--- src/rtl/epp_pkg.sv ---
package epp_pkg;

    localparam logic [2:0] OFS_DATA     = 3'd0;
    localparam logic [2:0] OFS_STATUS   = 3'd1;
    localparam logic [2:0] OFS_CTRL     = 3'd2;
    localparam logic [2:0] OFS_EPP_ADDR = 3'd3;

    typedef struct packed {
        logic dir;
        logic irqen;
        logic slin;
        logic init;
        logic autofd;
        logic strobe;
    } ctrl_t;

    localparam ctrl_t CTRL_RESET = '{dir: 1'b0, irqen: 1'b0, slin: 1'b0,
                                     init: 1'b1, autofd: 1'b0, strobe: 1'b0};

    typedef struct packed {
        logic nwait;
        logic intr;
        logic pe;
        logic slct;
        logic nerror;
    } pin_in_t;

    typedef struct packed {
        logic       is_addr;
        logic       is_write;
        logic [7:0] data;
    } cyc_req_t;

    typedef enum logic [1:0] {
        CYC_IDLE,
        CYC_WAIT_RDY,
        CYC_STROBE
    } cyc_state_e;

    function automatic logic [7:0] status_byte(pin_in_t p, logic tmo);
        return {~p.nwait, p.intr, p.pe, p.slct, p.nerror, 2'b11, tmo};
    endfunction

    function automatic logic [7:0] ctrl_byte(ctrl_t c);
        return {2'b11, c};
    endfunction

    function automatic logic is_epp_ofs(logic [2:0] a);
        return a >= OFS_EPP_ADDR;
    endfunction

endpackage

--- src/rtl/epp_sync.sv ---
module epp_sync #(
    parameter int WIDTH  = 1,
    parameter int STAGES = 2
) (
    input  logic             clk,
    input  logic             rst,
    input  logic [WIDTH-1:0] d,
    output logic [WIDTH-1:0] q
);
    logic [WIDTH-1:0] chain [STAGES];

    for (genvar g = 0; g < STAGES; g++) begin : g_stage
        if (g == 0) begin : g_first
            always_ff @(posedge clk) begin
                if (rst) chain[g] <= '0;
                else     chain[g] <= d;
            end
        end else begin : g_next
            always_ff @(posedge clk) begin
                if (rst) chain[g] <= '0;
                else     chain[g] <= chain[g-1];
            end
        end
    end

    assign q = chain[STAGES-1];
endmodule

--- src/rtl/epp_cycle.sv ---
module epp_cycle
    import epp_pkg::*;
#(
    parameter int TIMEOUT_CLKS = 64
) (
    input  logic       clk,
    input  logic       rst,
    input  logic       start,
    input  cyc_req_t   req_in,
    input  logic       nwait_s,
    input  logic [7:0] pd_in,
    output logic       busy,
    output logic       strobe_on,
    output cyc_req_t   cur,
    output logic [7:0] rd_buf,
    output logic       tmo_set
);
    localparam int CNT_W = $clog2(TIMEOUT_CLKS + 1);
    localparam logic [CNT_W-1:0] LIMIT = CNT_W'(TIMEOUT_CLKS - 1);

    cyc_state_e       state;
    logic [CNT_W-1:0] cnt;
    logic             acked;

    assign busy      = (state != CYC_IDLE);
    assign strobe_on = (state == CYC_STROBE);
    assign acked     = strobe_on && nwait_s;
    assign tmo_set   = busy && (cnt == LIMIT) && !acked;

    always_ff @(posedge clk) begin
        if (rst) begin
            state  <= CYC_IDLE;
            cnt    <= '0;
            cur    <= '0;
            rd_buf <= '0;
        end else begin
            case (state)
                CYC_IDLE: begin
                    if (start) begin
                        cur   <= req_in;
                        cnt   <= '0;
                        state <= CYC_WAIT_RDY;
                    end
                end
                CYC_WAIT_RDY: begin
                    if (cnt == LIMIT) begin
                        state <= CYC_IDLE;
                    end else begin
                        cnt <= cnt + 1'b1;
                        if (!nwait_s) state <= CYC_STROBE;
                    end
                end
                CYC_STROBE: begin
                    if (nwait_s) begin
                        state <= CYC_IDLE;
                        if (!cur.is_write) rd_buf <= pd_in;
                    end else if (cnt == LIMIT) begin
                        state <= CYC_IDLE;
                    end else begin
                        cnt <= cnt + 1'b1;
                    end
                end
                default: state <= CYC_IDLE;
            endcase
        end
    end

    // a strobe only begins after ready was observed
    assert_strobe_after_ready_R8: assert property (@(posedge clk) disable iff (rst)
        $rose(strobe_on) |-> $past(!nwait_s));
    // acknowledge ends the transfer on the next cycle
    assert_ack_release_R8: assert property (@(posedge clk) disable iff (rst)
        acked |=> !busy);
    // counter never passes the window
    assert_cnt_bound_R10: assert property (@(posedge clk) disable iff (rst)
        cnt <= LIMIT);
    // timeout abandons the transfer
    assert_timeout_release_R10: assert property (@(posedge clk) disable iff (rst)
        tmo_set |=> !busy);
endmodule

--- src/rtl/epp_regs.sv ---
module epp_regs
    import epp_pkg::*;
(
    input  logic       clk,
    input  logic       rst,
    input  logic [2:0] cpu_addr,
    input  logic       cpu_wr,
    input  logic       cpu_rd,
    input  logic [7:0] cpu_wdata,
    input  pin_in_t    pins_s,
    input  logic [7:0] pd_in,
    input  logic       busy,
    input  logic       tmo_set,
    input  logic [7:0] rd_buf,
    output logic [7:0] cpu_rdata,
    output ctrl_t      ctrl,
    output logic [7:0] data_q,
    output logic       irq,
    output logic       start,
    output cyc_req_t   req
);
    logic tmo_q;
    logic intr_prev;
    logic irq_set;
    logic stat_rd;

    assign start       = (cpu_wr || cpu_rd) && is_epp_ofs(cpu_addr) && !busy;
    assign req.is_addr = (cpu_addr == OFS_EPP_ADDR);
    assign req.is_write = cpu_wr;
    assign req.data    = cpu_wdata;

    assign irq_set = ctrl.irqen && pins_s.intr && !intr_prev;
    assign stat_rd = cpu_rd && (cpu_addr == OFS_STATUS);

    always_ff @(posedge clk) begin
        if (rst) begin
            ctrl      <= CTRL_RESET;
            data_q    <= '0;
            tmo_q     <= 1'b0;
            intr_prev <= 1'b0;
            irq       <= 1'b0;
        end else begin
            intr_prev <= pins_s.intr;
            if (cpu_wr && cpu_addr == OFS_DATA) data_q <= cpu_wdata;
            if (cpu_wr && cpu_addr == OFS_CTRL) ctrl <= ctrl_t'(cpu_wdata[5:0]);
            if (tmo_set)
                tmo_q <= 1'b1;
            else if (cpu_wr && cpu_addr == OFS_STATUS && cpu_wdata[0])
                tmo_q <= 1'b0;
            if (irq_set)      irq <= 1'b1;
            else if (stat_rd) irq <= 1'b0;
        end
    end

    always_comb begin
        case (cpu_addr)
            OFS_DATA:   cpu_rdata = ctrl.dir ? pd_in : data_q;
            OFS_STATUS: cpu_rdata = status_byte(pins_s, tmo_q);
            OFS_CTRL:   cpu_rdata = ctrl_byte(ctrl);
            default:    cpu_rdata = rd_buf;
        endcase
    end

    // a timeout always leaves the flag set
    assert_tmo_sticky_R10: assert property (@(posedge clk) disable iff (rst)
        tmo_set |=> tmo_q);
    // status read with no new edge clears the interrupt
    assert_irq_clear_R13: assert property (@(posedge clk) disable iff (rst)
        (stat_rd && !irq_set) |=> !irq);
    // disabled interrupts never rise
    assert_irq_masked_R13: assert property (@(posedge clk) disable iff (rst)
        (!ctrl.irqen && !irq) |=> !irq);
endmodule

--- src/rtl/epp_host_port.sv ---
module epp_host_port
    import epp_pkg::*;
#(
    parameter int TIMEOUT_CLKS = 64,
    parameter int SYNC_STAGES  = 2
) (
    input  logic       clk,
    input  logic       rst,
    input  logic [2:0] cpu_addr,
    input  logic       cpu_wr,
    input  logic       cpu_rd,
    input  logic [7:0] cpu_wdata,
    output logic [7:0] cpu_rdata,
    output logic       cpu_busy,
    output logic       irq_o,
    input  logic [7:0] pd_in,
    output logic [7:0] pd_out,
    output logic       pd_oe,
    output logic       nwrite_o,
    output logic       nastrb_o,
    output logic       ndstrb_o,
    output logic       ninit_o,
    input  logic       nwait_i,
    input  logic       intr_i,
    input  logic       pe_i,
    input  logic       slct_i,
    input  logic       nerror_i
);
    localparam int PIN_W = $bits(pin_in_t);

    pin_in_t          pins_raw;
    pin_in_t          pins_s;
    logic [PIN_W-1:0] pins_sync;
    ctrl_t            ctrl;
    logic [7:0]       data_q;
    logic [7:0]       rd_buf;
    logic             start;
    logic             tmo_set;
    logic             strobe_on;
    cyc_req_t         req;
    cyc_req_t         cur;

    assign pins_raw = '{nwait: nwait_i, intr: intr_i, pe: pe_i,
                        slct: slct_i, nerror: nerror_i};
    assign pins_s   = pin_in_t'(pins_sync);

    epp_sync #(.WIDTH(PIN_W), .STAGES(SYNC_STAGES)) u_sync (
        .clk(clk), .rst(rst), .d(pins_raw), .q(pins_sync)
    );

    epp_regs u_regs (
        .clk(clk), .rst(rst), .cpu_addr(cpu_addr), .cpu_wr(cpu_wr),
        .cpu_rd(cpu_rd), .cpu_wdata(cpu_wdata), .pins_s(pins_s),
        .pd_in(pd_in), .busy(cpu_busy), .tmo_set(tmo_set), .rd_buf(rd_buf),
        .cpu_rdata(cpu_rdata), .ctrl(ctrl), .data_q(data_q), .irq(irq_o),
        .start(start), .req(req)
    );

    epp_cycle #(.TIMEOUT_CLKS(TIMEOUT_CLKS)) u_cycle (
        .clk(clk), .rst(rst), .start(start), .req_in(req),
        .nwait_s(pins_s.nwait), .pd_in(pd_in), .busy(cpu_busy),
        .strobe_on(strobe_on), .cur(cur), .rd_buf(rd_buf), .tmo_set(tmo_set)
    );

    always_comb begin
        ninit_o = ctrl.init;
        if (cpu_busy) begin
            nwrite_o = !cur.is_write;
            nastrb_o = !(strobe_on && cur.is_addr);
            ndstrb_o = !(strobe_on && !cur.is_addr);
            pd_oe    = cur.is_write;
            pd_out   = cur.is_write ? cur.data : data_q;
        end else begin
            nwrite_o = !ctrl.strobe;
            nastrb_o = !ctrl.slin;
            ndstrb_o = !ctrl.autofd;
            pd_oe    = !ctrl.dir;
            pd_out   = data_q;
        end
    end

    // never both strobes during a transfer
    assert_strobe_exclusive_R6: assert property (@(posedge clk) disable iff (rst)
        cpu_busy |-> (nastrb_o || ndstrb_o));
    // read transfers release the bus
    assert_read_tristate_R9: assert property (@(posedge clk) disable iff (rst)
        (cpu_busy && nwrite_o) |-> !pd_oe);
    // direction marker holds for the whole transfer
    assert_dir_stable_R7: assert property (@(posedge clk) disable iff (rst)
        (cpu_busy && $past(cpu_busy)) |-> $stable(nwrite_o));
endmodule

--- config.mk ---
export PLATFORM = sky130hd
export DESIGN_NAME = epp_host_port
export DESIGN_NICKNAME = d
export VERILOG_FILES = /design/src/rtl/epp_pkg.sv /design/src/rtl/epp_sync.sv /design/src/rtl/epp_cycle.sv /design/src/rtl/epp_regs.sv /design/src/rtl/epp_host_port.sv
export SDC_FILE = /design/constraint.sdc
export NUM_CORES = 1
export LEC_CHECK = 0
export CAP_MARGIN = 20
export CORE_ASPECT_RATIO = 1.4
export CORE_MARGIN = 1
export CORE_UTILIZATION = 25
export CTS_BUF_LIST = sky130_fd_sc_hd__clkbuf_8
export CTS_CLUSTER_SIZE = 25
export DETAILED_ROUTE_END_ITERATION = 12
export PLACE_DENSITY_LB_ADDON = 0.12
export SLEW_MARGIN = 15
export SYNTH_ARGS = -nofsm -noshare
export SYNTH_HDL_FRONTEND = slang
export SYNTH_SLANG_ARGS = --single-unit
--- constraint.sdc ---
create_clock -name clk -period 1.7 [get_ports clk]
set_clock_uncertainty 0.15 [all_clocks]
set_input_delay 0.34 -clock clk [delete_from_list [all_inputs] [get_ports clk]]
set_output_delay 0.34 -clock clk [all_outputs]
set_load 0.1 [all_outputs]
* Word level (Yosys, flattened, before mapping)
Memories as Yosys holds them, arrays and structs flattened. Index checks and enable logic that the tools add are counted. W data, S select, Z words.
Word-level totals: bits in registers 44, memory bits (writable) 10, bits of input ports 28, memories kept 1
Memories:
- u_sync.chain | depth 2, width 5, read ports 2, clocked after memory_dff 0, wr ports 2, RTL line epp_sync.sv:10 | logic [WIDTH-1:0] chain [STAGES];
Cells by class: add/sub/neg operators 1, order comparisons 1, equality and inequality tests 10, muxes and demuxes 27, bitwise gates (word level) 4, reduce and logical (&&, ||, !) cells 36
Operator list (number):
- $mux W8 | 3
- $pmux W8 S3 | 1
- $mux W7 | 3
- $pmux W7 S3 | 1
- $logic_and A1 B1 Y1 | 14
- $logic_not A1 Y1 | 11
- $mux W1 | 11
- $mux W2 | 5
- $mux W5 | 2
- $reduce_and A3 Y1 | 3
- $add A7 B1 Y7 const B | 1
- $eq A7 B6 Y1 const B | 1
- $eq A3 B2 Y1 const B | 2
- $pmux W2 S3 | 1
- $reduce_bool A2 Y1 | 3
- $ne A2 B2 Y1 const B | 2
- $eq A3 B1 Y1 const B | 1
- $ge A3 B2 Y1 const B | 1
- $logic_not A3 Y1 | 1
- $ne A3 B1 Y1 const B | 1
- $ne A3 B2 Y1 const B | 1
- $reduce_bool A3 Y1 | 1
- $eq A2 B1 Y1 const B | 1
- $eq A2 B2 Y1 const B | 1
- 5 further kinds | 7

* Longest topological paths before layout
depth after elaboration 5, depth in mapped cells 8

* Hierarchy
From an unflattened synthesis, not the netlist that was laid out.
Second synthesis, totals: cells, all modules 322, area total of the unflattened synthesis 2780.2 um^2
Modules (own cells, without submodules):
- epp_cycle | times used 1, cells an instance 146, area an instance 1202.4 um^2, sequential area each 540.5 um^2
- epp_regs | times used 1, cells an instance 139, area an instance 1123.6 um^2, sequential area each 340.3 um^2
- epp_sync | times used 1, cells an instance 20, area an instance 262.8 um^2, sequential area each 200.2 um^2
- epp_host_port | times used 1, cells an instance 17, area an instance 191.4 um^2, sequential area each 0.0 um^2

* Worst setup path after synthesis
No wires, ideal clock.
path kind reg-to-output, start register u_cycle.state[0], end output port nastrb_o, data arrival time 2.856 ns, path slack -1.646 ns, stages on the path, launching flop included 7, cell sequence dfxtp_1 > inv_1 > ha_1 > buf_4 > inv_1 > and3_1 > a21oi_1
RTL lines:
- start: declaration | RTL line epp_cycle.sv:21 | cyc_state_e state;
- start signal: assignment | RTL line epp_cycle.sv:32 | state <= CYC_IDLE;
- start signal: assignment | RTL line epp_cycle.sv:42 | state <= CYC_WAIT_RDY;
- start signal: assignment | RTL line epp_cycle.sv:47 | state <= CYC_IDLE;
- $reduce_bool A2 Y1 | RTL line epp_cycle.sv:25 | assign busy = (state != CYC_IDLE);
- named net cpu_busy | RTL line epp_host_port.sv:14 | output logic cpu_busy,
- $mux W1 | RTL line epp_host_port.sv:67 | if (cpu_busy) begin
- end: declaration | RTL line epp_host_port.sv:20 | output logic nastrb_o,
The timed path passes the listed nets, and every way through them passes these cells.

* Final worst setup path
start input port pd_in[4], end output port cpu_rdata[4]
On the way: longest elaborated chain between the ends 2
Ends and longest elaborated chain:
- start: declaration | RTL line epp_host_port.sv:16 | input logic [7:0] pd_in,
- $mux W8 | RTL line epp_regs.sv:57 | OFS_DATA: cpu_rdata = ctrl.dir ? pd_in : data_q;
- $pmux W8 S3 | RTL line epp_regs.sv:56 | case (cpu_addr)
- end: declaration | RTL line epp_host_port.sv:13 | output logic [7:0] cpu_rdata,
Every way passes these cells.

==> impl_metrics.csv <==
group,metric,value,unit
status,outcome,"finished, violations left",
status,violations,"setup timing",
power_and_ir_drop,p_int,3491,µW
finish,finalInstanceArea,4717,µm²
detailed_routing,wl_per_cell,15.73,µm
sta,maxSlewHeadroom,72.81,%
synth,synth_xor_xnor_area_share,0,%
synth,synth.area.mux_share,17.86,%
power_and_ir_drop,switching_share,39.26,%
floorplan,rows,43,
finish,area_delta_synth_final,81.95,%
synth,synth.cell_area,2592,µm²
setup_path,cp_max_fo,2,
floorplan,coreArea,10010,µm²
place,hpwl,5754,µm
power_and_ir_drop,cellPowerDensity,1218,nW/µm²
finish,layout_common_cells,"50 x dfxtp_1, 45 x buf_4, 29 x buf_12",
sta,holdWs,0.2949,ns
sta,maxSlewViolCount,0,
setup_path,crit_type,"primary input to output pin",
setup_path,worst_setup_path_start_kind,"primary input",
synth,synth.largest_area_cell,"dfxtp_1",
hold_path,hp-class,"register to register",
floorplan,pin_count,51,
power_and_ir_drop,combPwrFrac,59.2,%
grt,grt_first_pass_wirelength,12860,µm
clock_tree,ctsRootBufferMaster,"clkbuf_8",
sta,finalWorstSetupSlack,-0.6632,ns
synth,ys_warn_count,0,
job,max_cap_violations,0,
clock_tree,clock_latency,0.32,ns
floorplan,die_h,122.5,µm
sta,fin_crit,2.363,ns
floorplan,start_util,25.91,%
power_and_ir_drop,irDropWorstVdd,1.221,mV
power_and_ir_drop,p_sw,2256,µW
clock_tree,clock-sinks,54,
finish,layout.nets,430,
synth,yosys.area_share.simple,19.88,%
synth,ys_seq_area_share,41.70,%
detailed_routing,final_antenna_net_count,0,
sta,rsz0062_at_grt,"yes",
finish,drive_gt1_share,46.98,%
synth,avgSynthCellArea,9.292,µm²
synth,synth_top_family_by_area,"simple AND/OR/NAND/NOR gates",
synth,synth_top_area_share,41.70,%
clock_tree,clk_path_buf_depth,2,
synth,synth_compound_area_share,14.62,%
power_and_ir_drop,p_leak,0.001934,µW
floorplan,dieArea,10790,µm²
sta,finalSetupViolCount,45,
clock_tree,tritoncts,"done",
grt,grt_max_degree,55,
grt,grt.total_usage,16.11,%
detailed_routing,num_vias,2445,
finish,final_common_cell,"dfxtp_1",
setup_path,cp-end-kind,"output pin",
clock_tree,cts_buffers,5,
place,place_area,4165,µm²
finish,diodes,0,
grt,antenna_found_initial,0,
sta,hold_viol,0,
place,gp_routability_congestion,0.7576,
place,portBuffers,50,
sta,fin_setup_tns,-14.26,ns
synth,synthArstFlopShare,0,%
clock_tree,h-tree-depth,2,
setup_path,cp.required,1.21,ns
synth,ys_ff_latch,54,
clock_tree,path_clk_slew,0.10,ns
sta,fmax,0.4232,GHz
detailed_routing,drc,0,
power_and_ir_drop,power_frac_clock,15.9,%
grt,grt_pass1_vias,2356,
detailed_routing,routed_via_density,4.587,
synth,synthAdderAreaFrac,2.413,%
synth,netlist_instances,279,
sta,min_period_over_period,139.0,%
detailed_routing,drt-initial-drc-count,45,
synth,synth_fp_nets,312,
synth,ys.flop_type,"dfxtp_1",
power_and_ir_drop,p_seq_share,24.9,%
synth,synth_edf_count,0,
synth,synth_area_leaders,"dfxtp_1 42%, mux2i_1 10%, mux2_2 6.9%, nor2_1 5.1%, a21oi_1 5.0%",
setup_path,worstPathArrival,1.87,ns
sta,worst_pin_slew,0.4072,ns
floorplan,die_x,88.07,µm
detailed_routing,routed_wirelength,8384,µm
grt,grt_overflow,0,
synth,synthDistinctLibCells,43,
detailed_routing,dr.pass1.iters,4,
## sequential cells by signal, summed over array words and instances, names as in the netlist
register and cells:
u_cycle.cur 10, u_regs.intr_prev 1, u_sync.chain 10, u_regs.ctrl 6, u_regs.irq 1, u_cycle.state 2, u_cycle.cnt 7, u_cycle.rd_buf 8
u_regs.tmo_q 1, u_regs.data_q 8
## power by group through the flow
stage,registers (µW),logic [µW],clock network [µW]
final,1430,3400,912
after global routing,1450,3590,1000
after CTS,1440,2910,946
after detailed placement,1470,2510,0
after global placement,1470,2500,0
after floorplan,1460,1440,0
## cells in the mapped netlist (2+ instances only)
cell	instances
a21o_1	2
a21oi_1	26
a22oi_1	2
a311oi_1	3
a31oi_1	3
and2_1	2
and3_1	3
buf_2	7
buf_4	2
clkbuf_1	6
dfxtp_1	54
ha_1	5
inv_1	5
mux2_1	2
mux2_2	16
mux2i_1	26
nand2_1	20
nand2b_1	3
nand3_1	3
nand3b_1	4
nand4_1	2
nor2_1	35
nor2b_1	14
nor3_1	2
nor3b_1	2
o21a_1	3
o21ai_0	4
o22a_1	7
o31ai_1	2
## final timing paths
path	startpoint	end	slack, ns	cells past startpoint
max reg2reg	u_cycle.state[0]	u_cycle.cnt[5]	-0.35	11
min	u_sync.chain[0][4]	u_sync.chain[1][4]	0.29	1
max	pd_in[4]	cpu_rdata[4]	-0.66	6
min reg2reg	u_sync.chain[0][4]	u_sync.chain[1][4]	0.29	1
## metrics by stage
stage | power (µW) | setup WS, ns | utilization [%] | instances
final | 5747 | -0.6632 | 47.14 | 533
after global routing | 6038 | -0.7094 | 47.14 | 533
after CTS | 5297 | -0.6616 | 45.14 | 524
after detailed placement | 3974 | -0.7335 | 41.62 | 507
after global placement | 3969 | -0.7050 | 41.62 | 507
after floorplan | 2897 | -0.8022 | - | 279
## critical path, cell delays in order
cell and delay [ns]:
clkdlybuf4s50_1 0.44, mux2_4 0.27, mux2_2 0.26, o22a_1 0.20
o22a_4 0.20, buf_12 0.16
## timing repair
item	CTS	global route
hold endpoints to repair	0	0
setup buffers	9	14
cloned	2	0
gates resized for setup	42	31
pin swaps	16	23
hold buffers	0	0
endpoints found under the setup margin	46	43
## per-layer routing
layer / routed length [µm] / part of all wire [%] / vias to the layer above / global-route usage, %
li1: - / - / 1224 / -
met1: 3721 / 44 / 1166 / 19.92
met2: 4288 / 51 / 44 / 28.39
met3: 242 / 2.9 / 11 / 2.354
met4: 132 / 1.6 / 0 / 5.141
met5: 0 / 0 / - / 0
## area by class of cell
type                    instances  area (µm²)
clock buffers                   5       68.82
clock inverters                 3       43.79
fillers                       970        5290
inverters                       5       22.52
multi-input cells             206        1848
flip-flops and latches         54        1091
well taps                     135       168.9
repair buffers                125        1474
## cells by family after synthesis
kind of cell               count (synthesis)
DFF                                       54
buffers and inverters                     20
and+or+nand+nor                           98
adders and majority gates                  5
muxes                                     44
AOI/OAI and AO/OA                         58
Note: power is estimated with default switching activity, not from simulation.
